==> config.mk <==
export PLATFORM = sky130hd
export DESIGN_NAME = wdog_keyed
export DESIGN_NICKNAME = d
export VERILOG_FILES = /design/src/rtl/wdog_pkg.sv /design/src/rtl/wdog_regfile.sv /design/src/rtl/wdog_down.sv /design/src/rtl/wdog_events.sv /design/src/rtl/wdog_keyed.sv
export SDC_FILE = /design/constraint.sdc
export NUM_CORES = 1
export LEC_CHECK = 0
export ABC_AREA = 1
export BUFFER_PORTS_ARGS = -buffer_cell sky130_fd_sc_hd__buf_2
export CAP_MARGIN = 5
export CORE_MARGIN = 3
export CORE_UTILIZATION = 45
export CTS_CLUSTER_SIZE = 14
export DETAILED_ROUTE_END_ITERATION = 8
export GPL_TIMING_DRIVEN = 0
export PLACE_DENSITY_LB_ADDON = 0.05
export SLEW_MARGIN = 15
export SYNTH_ARGS = -nofsm -noshare
export SYNTH_HDL_FRONTEND = slang
export SYNTH_SLANG_ARGS = --single-unit
==> constraint.sdc <==
create_clock -name clk -period 1.8 [get_ports clk]
set_input_delay 0.18 -clock clk [delete_from_list [all_inputs] [get_ports clk]]
set_output_delay 0.18 -clock clk [all_outputs]
set_load 0.02 [all_outputs]
==> src/rtl/wdog_pkg.sv <==
package wdog_pkg;

    localparam int ADDR_W = 6;

    localparam logic [ADDR_W-1:0] OFS_LOAD_LO = 6'h00;
    localparam logic [ADDR_W-1:0] OFS_LOAD_HI = 6'h04;
    localparam logic [ADDR_W-1:0] OFS_CTRL    = 6'h08;
    localparam logic [ADDR_W-1:0] OFS_CLR     = 6'h0C;
    localparam logic [ADDR_W-1:0] OFS_RAW     = 6'h10;
    localparam logic [ADDR_W-1:0] OFS_MASK    = 6'h14;
    localparam logic [ADDR_W-1:0] OFS_CNT_LO  = 6'h18;
    localparam logic [ADDR_W-1:0] OFS_CNT_HI  = 6'h1C;
    localparam logic [ADDR_W-1:0] OFS_KEY     = 6'h20;
    localparam logic [ADDR_W-1:0] OFS_PRE_LO  = 6'h2C;
    localparam logic [ADDR_W-1:0] OFS_PRE_HI  = 6'h30;

    localparam logic [15:0] UNLOCK_KEY = 16'hE551;

    // status bit positions
    localparam int ST_IRQ  = 0;
    localparam int ST_RST  = 3;
    localparam int ST_BUSY = 4;

    // control word, bit 3 down to bit 0
    typedef struct packed {
        logic rst_en;
        logic mode_new;
        logic cnt_en;
        logic irq_en;
    } ctrl_t;

    // write side effects decoded from the bus
    typedef struct packed {
        logic commit;
        logic clr_irq;
        logic clr_rst;
    } wr_cmd_t;

    function automatic logic [15:0] key_value(input int w);
        return UNLOCK_KEY;
    endfunction

endpackage

==> src/rtl/wdog_regfile.sv <==
module wdog_regfile
    import wdog_pkg::*;
#(
    parameter int HALF_W = 16
) (
    input  logic                clk,
    input  logic                rst,
    input  logic                bus_sel,
    input  logic                bus_wr,
    input  logic [ADDR_W-1:0]   bus_addr,
    input  logic [HALF_W-1:0]   bus_wdata,
    output logic                locked,
    output ctrl_t               ctrl,
    output logic                irq_mask,
    output logic [2*HALF_W-1:0] load_q,
    output logic [2*HALF_W-1:0] pre_q,
    output logic [2*HALF_W-1:0] commit_word,
    output wr_cmd_t             cmd
);
    localparam int CNT_W = 2 * HALF_W;

    logic wr_any;
    logic wr_open;
    logic [HALF_W-1:0] key_match;

    assign key_match = HALF_W'(key_value(HALF_W));
    assign wr_any    = bus_sel && bus_wr;
    assign wr_open   = wr_any && !locked;

    always_ff @(posedge clk) begin
        if (rst) begin
            locked   <= 1'b1;
            ctrl     <= '0;
            irq_mask <= 1'b0;
            load_q   <= '0;
            pre_q    <= '0;
        end else begin
            if (wr_any && bus_addr == OFS_KEY) begin
                if (bus_wdata == key_match) begin
                    locked <= 1'b0;
                end else if (bus_wdata == '0) begin
                    locked <= 1'b1;
                end
            end
            if (wr_open) begin
                case (bus_addr)
                    OFS_LOAD_LO: load_q[HALF_W-1:0]     <= bus_wdata;
                    OFS_LOAD_HI: load_q[CNT_W-1:HALF_W] <= bus_wdata;
                    OFS_PRE_LO:  pre_q[HALF_W-1:0]      <= bus_wdata;
                    OFS_PRE_HI:  pre_q[CNT_W-1:HALF_W]  <= bus_wdata;
                    OFS_CTRL:    ctrl                   <= ctrl_t'(bus_wdata[3:0]);
                    OFS_MASK:    irq_mask               <= bus_wdata[0];
                    default: ;
                endcase
            end
        end
    end

    always_comb begin
        cmd         = '0;
        cmd.commit  = wr_open && (bus_addr == OFS_LOAD_LO);
        cmd.clr_irq = wr_open && (bus_addr == OFS_CLR) && bus_wdata[ST_IRQ];
        cmd.clr_rst = wr_open && (bus_addr == OFS_CLR) && bus_wdata[ST_RST];
        commit_word = {load_q[CNT_W-1:HALF_W], bus_wdata};
    end

endmodule

==> src/rtl/wdog_down.sv <==
module wdog_down #(
    parameter int CNT_W      = 32,
    parameter int BUSY_TICKS = 2
) (
    input  logic             clk,
    input  logic             rst,
    input  logic             tick,
    input  logic             cnt_en,
    input  logic             commit,
    input  logic [CNT_W-1:0] load_word,
    input  logic [CNT_W-1:0] pre_word,
    output logic [CNT_W-1:0] count,
    output logic             busy,
    output logic             hit_pre,
    output logic             hit_zero
);
    logic [CNT_W-1:0] thr_q;
    logic [CNT_W-1:0] nxt;
    logic             step;

    assign step     = tick && cnt_en && (count != '0) && !commit;
    assign nxt      = count - CNT_W'(1);
    assign hit_pre  = step && (nxt == thr_q);
    assign hit_zero = step && (nxt == '0);

    always_ff @(posedge clk) begin
        if (rst) begin
            count <= '0;
            thr_q <= '0;
        end else if (commit) begin
            count <= load_word;
            thr_q <= pre_word;
        end else if (step) begin
            count <= nxt;
        end
    end

    generate
        if (BUSY_TICKS > 0) begin : g_busy
            localparam int BW = $clog2(BUSY_TICKS + 1);
            logic [BW-1:0] busy_cnt;
            always_ff @(posedge clk) begin
                if (rst) begin
                    busy_cnt <= '0;
                end else if (commit) begin
                    busy_cnt <= BW'(BUSY_TICKS);
                end else if (tick && busy_cnt != '0) begin
                    busy_cnt <= busy_cnt - BW'(1);
                end
            end
            assign busy = (busy_cnt != '0);
        end else begin : g_nobusy
            assign busy = 1'b0;
        end
    endgenerate

endmodule

==> src/rtl/wdog_events.sv <==
module wdog_events (
    input  logic clk,
    input  logic rst,
    input  logic hit_pre,
    input  logic hit_zero,
    input  logic irq_en,
    input  logic rst_en,
    input  logic irq_mask,
    input  logic clr_irq,
    input  logic clr_rst,
    output logic irq_flag,
    output logic rst_flag,
    output logic irq_o,
    output logic rst_req_o
);
    always_ff @(posedge clk) begin
        if (rst) begin
            irq_flag <= 1'b0;
            rst_flag <= 1'b0;
        end else begin
            if (hit_pre) begin
                irq_flag <= 1'b1;
            end else if (clr_irq) begin
                irq_flag <= 1'b0;
            end
            if (hit_zero && rst_en) begin
                rst_flag <= 1'b1;
            end else if (clr_rst) begin
                rst_flag <= 1'b0;
            end
        end
    end

    assign irq_o     = irq_flag && irq_en && !irq_mask;
    assign rst_req_o = rst_flag;

endmodule

==> src/rtl/wdog_keyed.sv <==
module wdog_keyed
    import wdog_pkg::*;
#(
    parameter int HALF_W     = 16,
    parameter int BUSY_TICKS = 2
) (
    input  logic              clk,
    input  logic              rst,
    input  logic              tick,
    input  logic              bus_sel,
    input  logic              bus_wr,
    input  logic [ADDR_W-1:0] bus_addr,
    input  logic [HALF_W-1:0] bus_wdata,
    output logic [HALF_W-1:0] bus_rdata,
    output logic              irq_o,
    output logic              rst_req_o
);
    localparam int CNT_W = 2 * HALF_W;

    logic             locked;
    ctrl_t            ctrl;
    logic             irq_mask;
    logic [CNT_W-1:0] load_q;
    logic [CNT_W-1:0] pre_q;
    logic [CNT_W-1:0] commit_word;
    wr_cmd_t          cmd;
    logic [CNT_W-1:0] count;
    logic             busy;
    logic             hit_pre;
    logic             hit_zero;
    logic             irq_flag;
    logic             rst_flag;

    wdog_regfile #(.HALF_W(HALF_W)) u_regs (
        .clk         (clk),
        .rst         (rst),
        .bus_sel     (bus_sel),
        .bus_wr      (bus_wr),
        .bus_addr    (bus_addr),
        .bus_wdata   (bus_wdata),
        .locked      (locked),
        .ctrl        (ctrl),
        .irq_mask    (irq_mask),
        .load_q      (load_q),
        .pre_q       (pre_q),
        .commit_word (commit_word),
        .cmd         (cmd)
    );

    wdog_down #(.CNT_W(CNT_W), .BUSY_TICKS(BUSY_TICKS)) u_down (
        .clk       (clk),
        .rst       (rst),
        .tick      (tick),
        .cnt_en    (ctrl.cnt_en),
        .commit    (cmd.commit),
        .load_word (commit_word),
        .pre_word  (pre_q),
        .count     (count),
        .busy      (busy),
        .hit_pre   (hit_pre),
        .hit_zero  (hit_zero)
    );

    wdog_events u_evt (
        .clk       (clk),
        .rst       (rst),
        .hit_pre   (hit_pre),
        .hit_zero  (hit_zero),
        .irq_en    (ctrl.irq_en),
        .rst_en    (ctrl.rst_en),
        .irq_mask  (irq_mask),
        .clr_irq   (cmd.clr_irq),
        .clr_rst   (cmd.clr_rst),
        .irq_flag  (irq_flag),
        .rst_flag  (rst_flag),
        .irq_o     (irq_o),
        .rst_req_o (rst_req_o)
    );

    always_comb begin
        bus_rdata = '0;
        if (bus_sel && !bus_wr) begin
            case (bus_addr)
                OFS_LOAD_LO: bus_rdata = load_q[HALF_W-1:0];
                OFS_LOAD_HI: bus_rdata = load_q[CNT_W-1:HALF_W];
                OFS_PRE_LO:  bus_rdata = pre_q[HALF_W-1:0];
                OFS_PRE_HI:  bus_rdata = pre_q[CNT_W-1:HALF_W];
                OFS_CTRL:    bus_rdata = HALF_W'(ctrl);
                OFS_MASK:    bus_rdata = HALF_W'(irq_mask);
                OFS_CNT_LO:  bus_rdata = count[HALF_W-1:0];
                OFS_CNT_HI:  bus_rdata = count[CNT_W-1:HALF_W];
                OFS_KEY:     bus_rdata = HALF_W'(locked);
                OFS_RAW: begin
                    bus_rdata[ST_IRQ]  = irq_flag;
                    bus_rdata[ST_RST]  = rst_flag;
                    bus_rdata[ST_BUSY] = busy;
                end
                default: bus_rdata = '0;
            endcase
        end
    end

endmodule

==> impl_metrics.py <==
metrics = {
    "outcome": {
        "run_status": "finished with violations",
        "violated_checks": "setup timing",
    },
    "sta": {
        "final-max-slew-violation-count": 0,
        "worst_slew_pin_slew_ns": 0.7491,
        "worst_slew_margin_rel": 0.5006,
        "max_freq_ghz": 0.4692,
        "worst_case_clock_skew_ns": 0.01419,
        "timing.final.ws_setup_ns": -0.3311,
        "hold_viol_final": 0,
        "unrepaired_setup_endpoints_after_global_routing": "true",
        "finalCriticalPeriod_ns": 2.131,
        "setup_tns_ns": -5.566,
        "setup-violations-final": 39,
        "fin_worst_hold_slack_ns": 0.06667,
        "layout_worst_path_cycle_share": 1.184,
    },
    "clocking": {
        "tritoncts.num_buffers": 17,
        "clk_latency_ns": 0.45,
        "clock_tree.root_cell": "sky130_fd_sc_hd__clkbuf_16",
        "cts_buffer_depth": 2,
        "cts.sink_count": 138,
        "cts_max_level": 4,
        "post_cts_hold_buffer_count": 0,
        "cts_tree": "yes",
        "clk_pin_slew_ns": 0.07,
    },
    "finish": {
        "final_nets": 1278,
        "multi_input_comb_area_um2": 4959,
        "ff_latch_area_um2": 2819,
        "antenna_cells_inserted": 0,
        "layout-drive-gt1-share": 0.3037,
        "area_growth_syn_to_layout_pct": 36.09,
        "n_fill_cell": 1422,
    },
    "drt": {
        "via_count": 8865,
        "drt_iter0_drc": 1133,
        "vias_per_cell": 6.002,
        "detail_route.wirelength_mm": 33.38,
        "firstDrtPassIters": 6,
        "route.antenna.remaining_nets": 0,
        "drc_errors": 0,
        "routed_wire_length_per_instance_um": 22.60,
    },
    "floorplanning": {
        "num_io_pins": 45,
        "initial_utilization": 0.4673,
        "floorplan.die.width_um": 135.4,
        "die-height_um": 135.4,
        "core_um2": 16120,
        "placementRows": 46,
        "die_area_um2": 18320,
    },
    "setup_path": {
        "critPathBufInv": 1,
        "crit_slowest_cell": "sky130_fd_sc_hd__dfxtp_4",
        "path_cells": "inv_6 -> ha_4 -> nand2_1 -> nor2_2 -> nand2_2 -> nor2_4 -> nand2_1 -> nand2_2 -> nand2_2 -> nand2_1 -> nand3_1 -> nor2_1 -> nand2_1 -> nor2_2 -> nand2_2 -> a21oi_2",
        "cp_top_family": "simple AND/OR/NAND/NOR gates",
        "timing.critical_path.arrival_ns": 2.51,
        "required_ns": 2.18,
        "critical_path_peak_fanout": 5,
        "worst-setup-path-type": "reg2reg",
        "critical_path_source_type": "register",
        "critical-path-max-stage-delay_ns": 0.36,
        "worstSetupEndpointType": "register",
    },
    "synth": {
        "ys_top_cells_by_count": "sky130_fd_sc_hd__nand2_1, sky130_fd_sc_hd__nor2_1, sky130_fd_sc_hd__dfxtp_1",
        "sequential_to_total_area_share_from_yosys_stat": 0.3668,
        "syn_area_um2": 7531,
        "synth_top_area_share": 0.3668,
        "ys_ff_latch": 138,
        "post_synth.cell_area_avg_um2": 6.589,
        "syn-instance-count": 1143,
        "synth_ff_type": "sky130_fd_sc_hd__dfxtp_1",
        "synth_top_cells_by_area": "sky130_fd_sc_hd__dfxtp_1, sky130_fd_sc_hd__nand2_1, sky130_fd_sc_hd__nor2_1",
        "synth_async_reset_ratio": 0,
        "synth_edf_count": 0,
        "post-synth-top-count-cell": "sky130_fd_sc_hd__nand2_1",
        "post_syn_nets": 1173,
        "biggest_area_consumer_among_synthesized_cells": "sky130_fd_sc_hd__dfxtp_1",
        "ys_warn_count": 0,
        "yosysUniqueCellTypes": 42,
    },
    "power_and_ir_drop": {
        "p_leak_nw": 4.181,
        "netSwitchingPower_mw": 1.923,
        "seq_power_share": 0.431,
        "ir_drop_mv": 0.8691,
        "switching_part_of_the_total": 0.2720,
        "power_frac_comb": 0.045,
        "power_density_nw_per_um2": 689.6,
        "cell_internal_power_mw": 5.145,
        "p_clk_frac": 0.524,
    },
    "flow_run": {
        "maxCapViolCount": 0,
    },
    "global_routing": {
        "grt.overflow.total": 0,
        "globalRouteTotalUtil": 0.3585,
        "global_route_wire_length_before_repair_mm": 48.60,
        "maximum_number_of_pins_on_one_net_before_global_route_repair": 18,
        "grt_antenna_before_repair": 0,
        "number_of_global_route_vias_before_repair": 7963,
    },
    "worst_hold_path": {
        "hp-class": "in2reg",
    },
    "place": {
        "port_buffers": 43,
        "gp_routability_congestion": 1.018,
        "post_detail_place_hpwl_mm": 24.47,
    },
}
## worst min-delay path: stages
cell and delay (ns):
sky130_fd_sc_hd__buf_2 0.10, sky130_fd_sc_hd__inv_1 0.08, sky130_fd_sc_hd__a21oi_1 0.12
## repair_timing
action	4_1_cts	5_1_grt
gates cloned	4	1
setup buffers	22	20
pin swaps	33	36
hold endpoints to repair	0	0
setup endpoints to repair	99	86
gates resized for setup	226	143
## state kept, by name, summed over array words and instances (netlist names)
name and count:
u_regs.irq_mask 1, u_evt.rst_flag 1, u_down.thr_q 32, u_evt.irq_flag 1, u_down.count 32, u_down.g_busy.busy_cnt 2
u_regs.load_q 32, u_regs.pre_q 32, u_regs.ctrl 4, u_regs.locked 1
## cell families (layout without fill, tap and decap cells)
family | after synthesis | in the layout | share of synthesized area
buf+inv | 163 | 281 | 0.08722
compound gates | 280 | 280 | 0.2103
simple gates | 552 | 552 | 0.3207
xor+xnor | 7 | 7 | 0.009968
fa+ha+maj | 3 | 3 | 0.004985
flops | 138 | 138 | 0.3668
## stage by stage
stage	power, mW	utilization	area, µm²	std cells	setup WS [ns]
floorplan	3.237	-	7543	1143	0.002101
global placement	3.361	0.4982	8029	1402	-0.9852
detailed placement	3.364	0.4982	8029	1402	-0.9249
CTS	7.024	0.5968	9618	1460	-0.2660
global route	7.208	0.6359	10250	1477	-0.4055
finish	7.067	0.6359	10250	1477	-0.3311
## layout by cell type (no fill, tap or decap), types with 22 or more instances in the layout
cell | synthesis | final
sky130_fd_sc_hd__nand2_2 | 13 | 34
sky130_fd_sc_hd__dfxtp_2 | 0 | 24
sky130_fd_sc_hd__inv_1 | 110 | 85
sky130_fd_sc_hd__a21oi_1 | 94 | 89
sky130_fd_sc_hd__nor2_2 | 10 | 27
sky130_fd_sc_hd__nor2_4 | 6 | 28
sky130_fd_sc_hd__dfxtp_1 | 138 | 107
sky130_fd_sc_hd__a31oi_1 | 34 | 31
sky130_fd_sc_hd__nand3_1 | 62 | 54
sky130_fd_sc_hd__buf_2 | 13 | 33
sky130_fd_sc_hd__nor2_1 | 143 | 104
sky130_fd_sc_hd__o21ai_0 | 100 | 84
sky130_fd_sc_hd__nand2_1 | 276 | 245
sky130_fd_sc_hd__clkbuf_1 | 31 | 22
sky130_fd_sc_hd__buf_4 | 1 | 39
## area by class of cell
type / count / area share
multi-input cells: 842 / 0.4838
flip-flops and latches: 138 / 0.2751
repair buffers: 88 / 0.07533
inverters: 114 / 0.04688
clock buffers: 17 / 0.04151
plain buffers: 47 / 0.03211
well taps: 216 / 0.02637
clock inverters: 15 / 0.01892
## power by group through the flow
stage          Sequential (mW)  Combinational [mW]  Clock (mW)
6_report                  3.05               0.315        3.70
5_1_grt                   3.05               0.328        3.83
4_1_cts                   3.05               0.275        3.70
3_5_place_dp              3.13               0.235           0
3_3_place_gp              3.13               0.233           0
2_1_floorplan             3.13               0.109           0
## per-layer routing
metal  wire (µm)  GRT usage  vias to the layer above
li1            -          -                     4049
met1       13330     0.4821                     4096
met2       14420     0.5351                      579
met3        3708    0.09324                      141
met4        1925     0.1747                        0
met5           0          0                        -
## path summary, 6_finish.rpt
| path | start | endpoint | slack [ns] | cells after the start |
|---|---|---|---|---|
| setup / recovery | u_down.count[0] | u_evt.irq_flag | -0.33 | 16 |
| hold reg to reg | u_down.g_busy.busy_cnt[0] | u_down.g_busy.busy_cnt[0] | 0.44 | 1 |
| hold / removal | bus_wdata[12] | u_regs.load_q[28] | 0.07 | 3 |
| setup reg to reg | u_down.count[0] | u_evt.irq_flag | -0.33 | 16 |
Note: power is estimated with default switching activity, not from simulation.
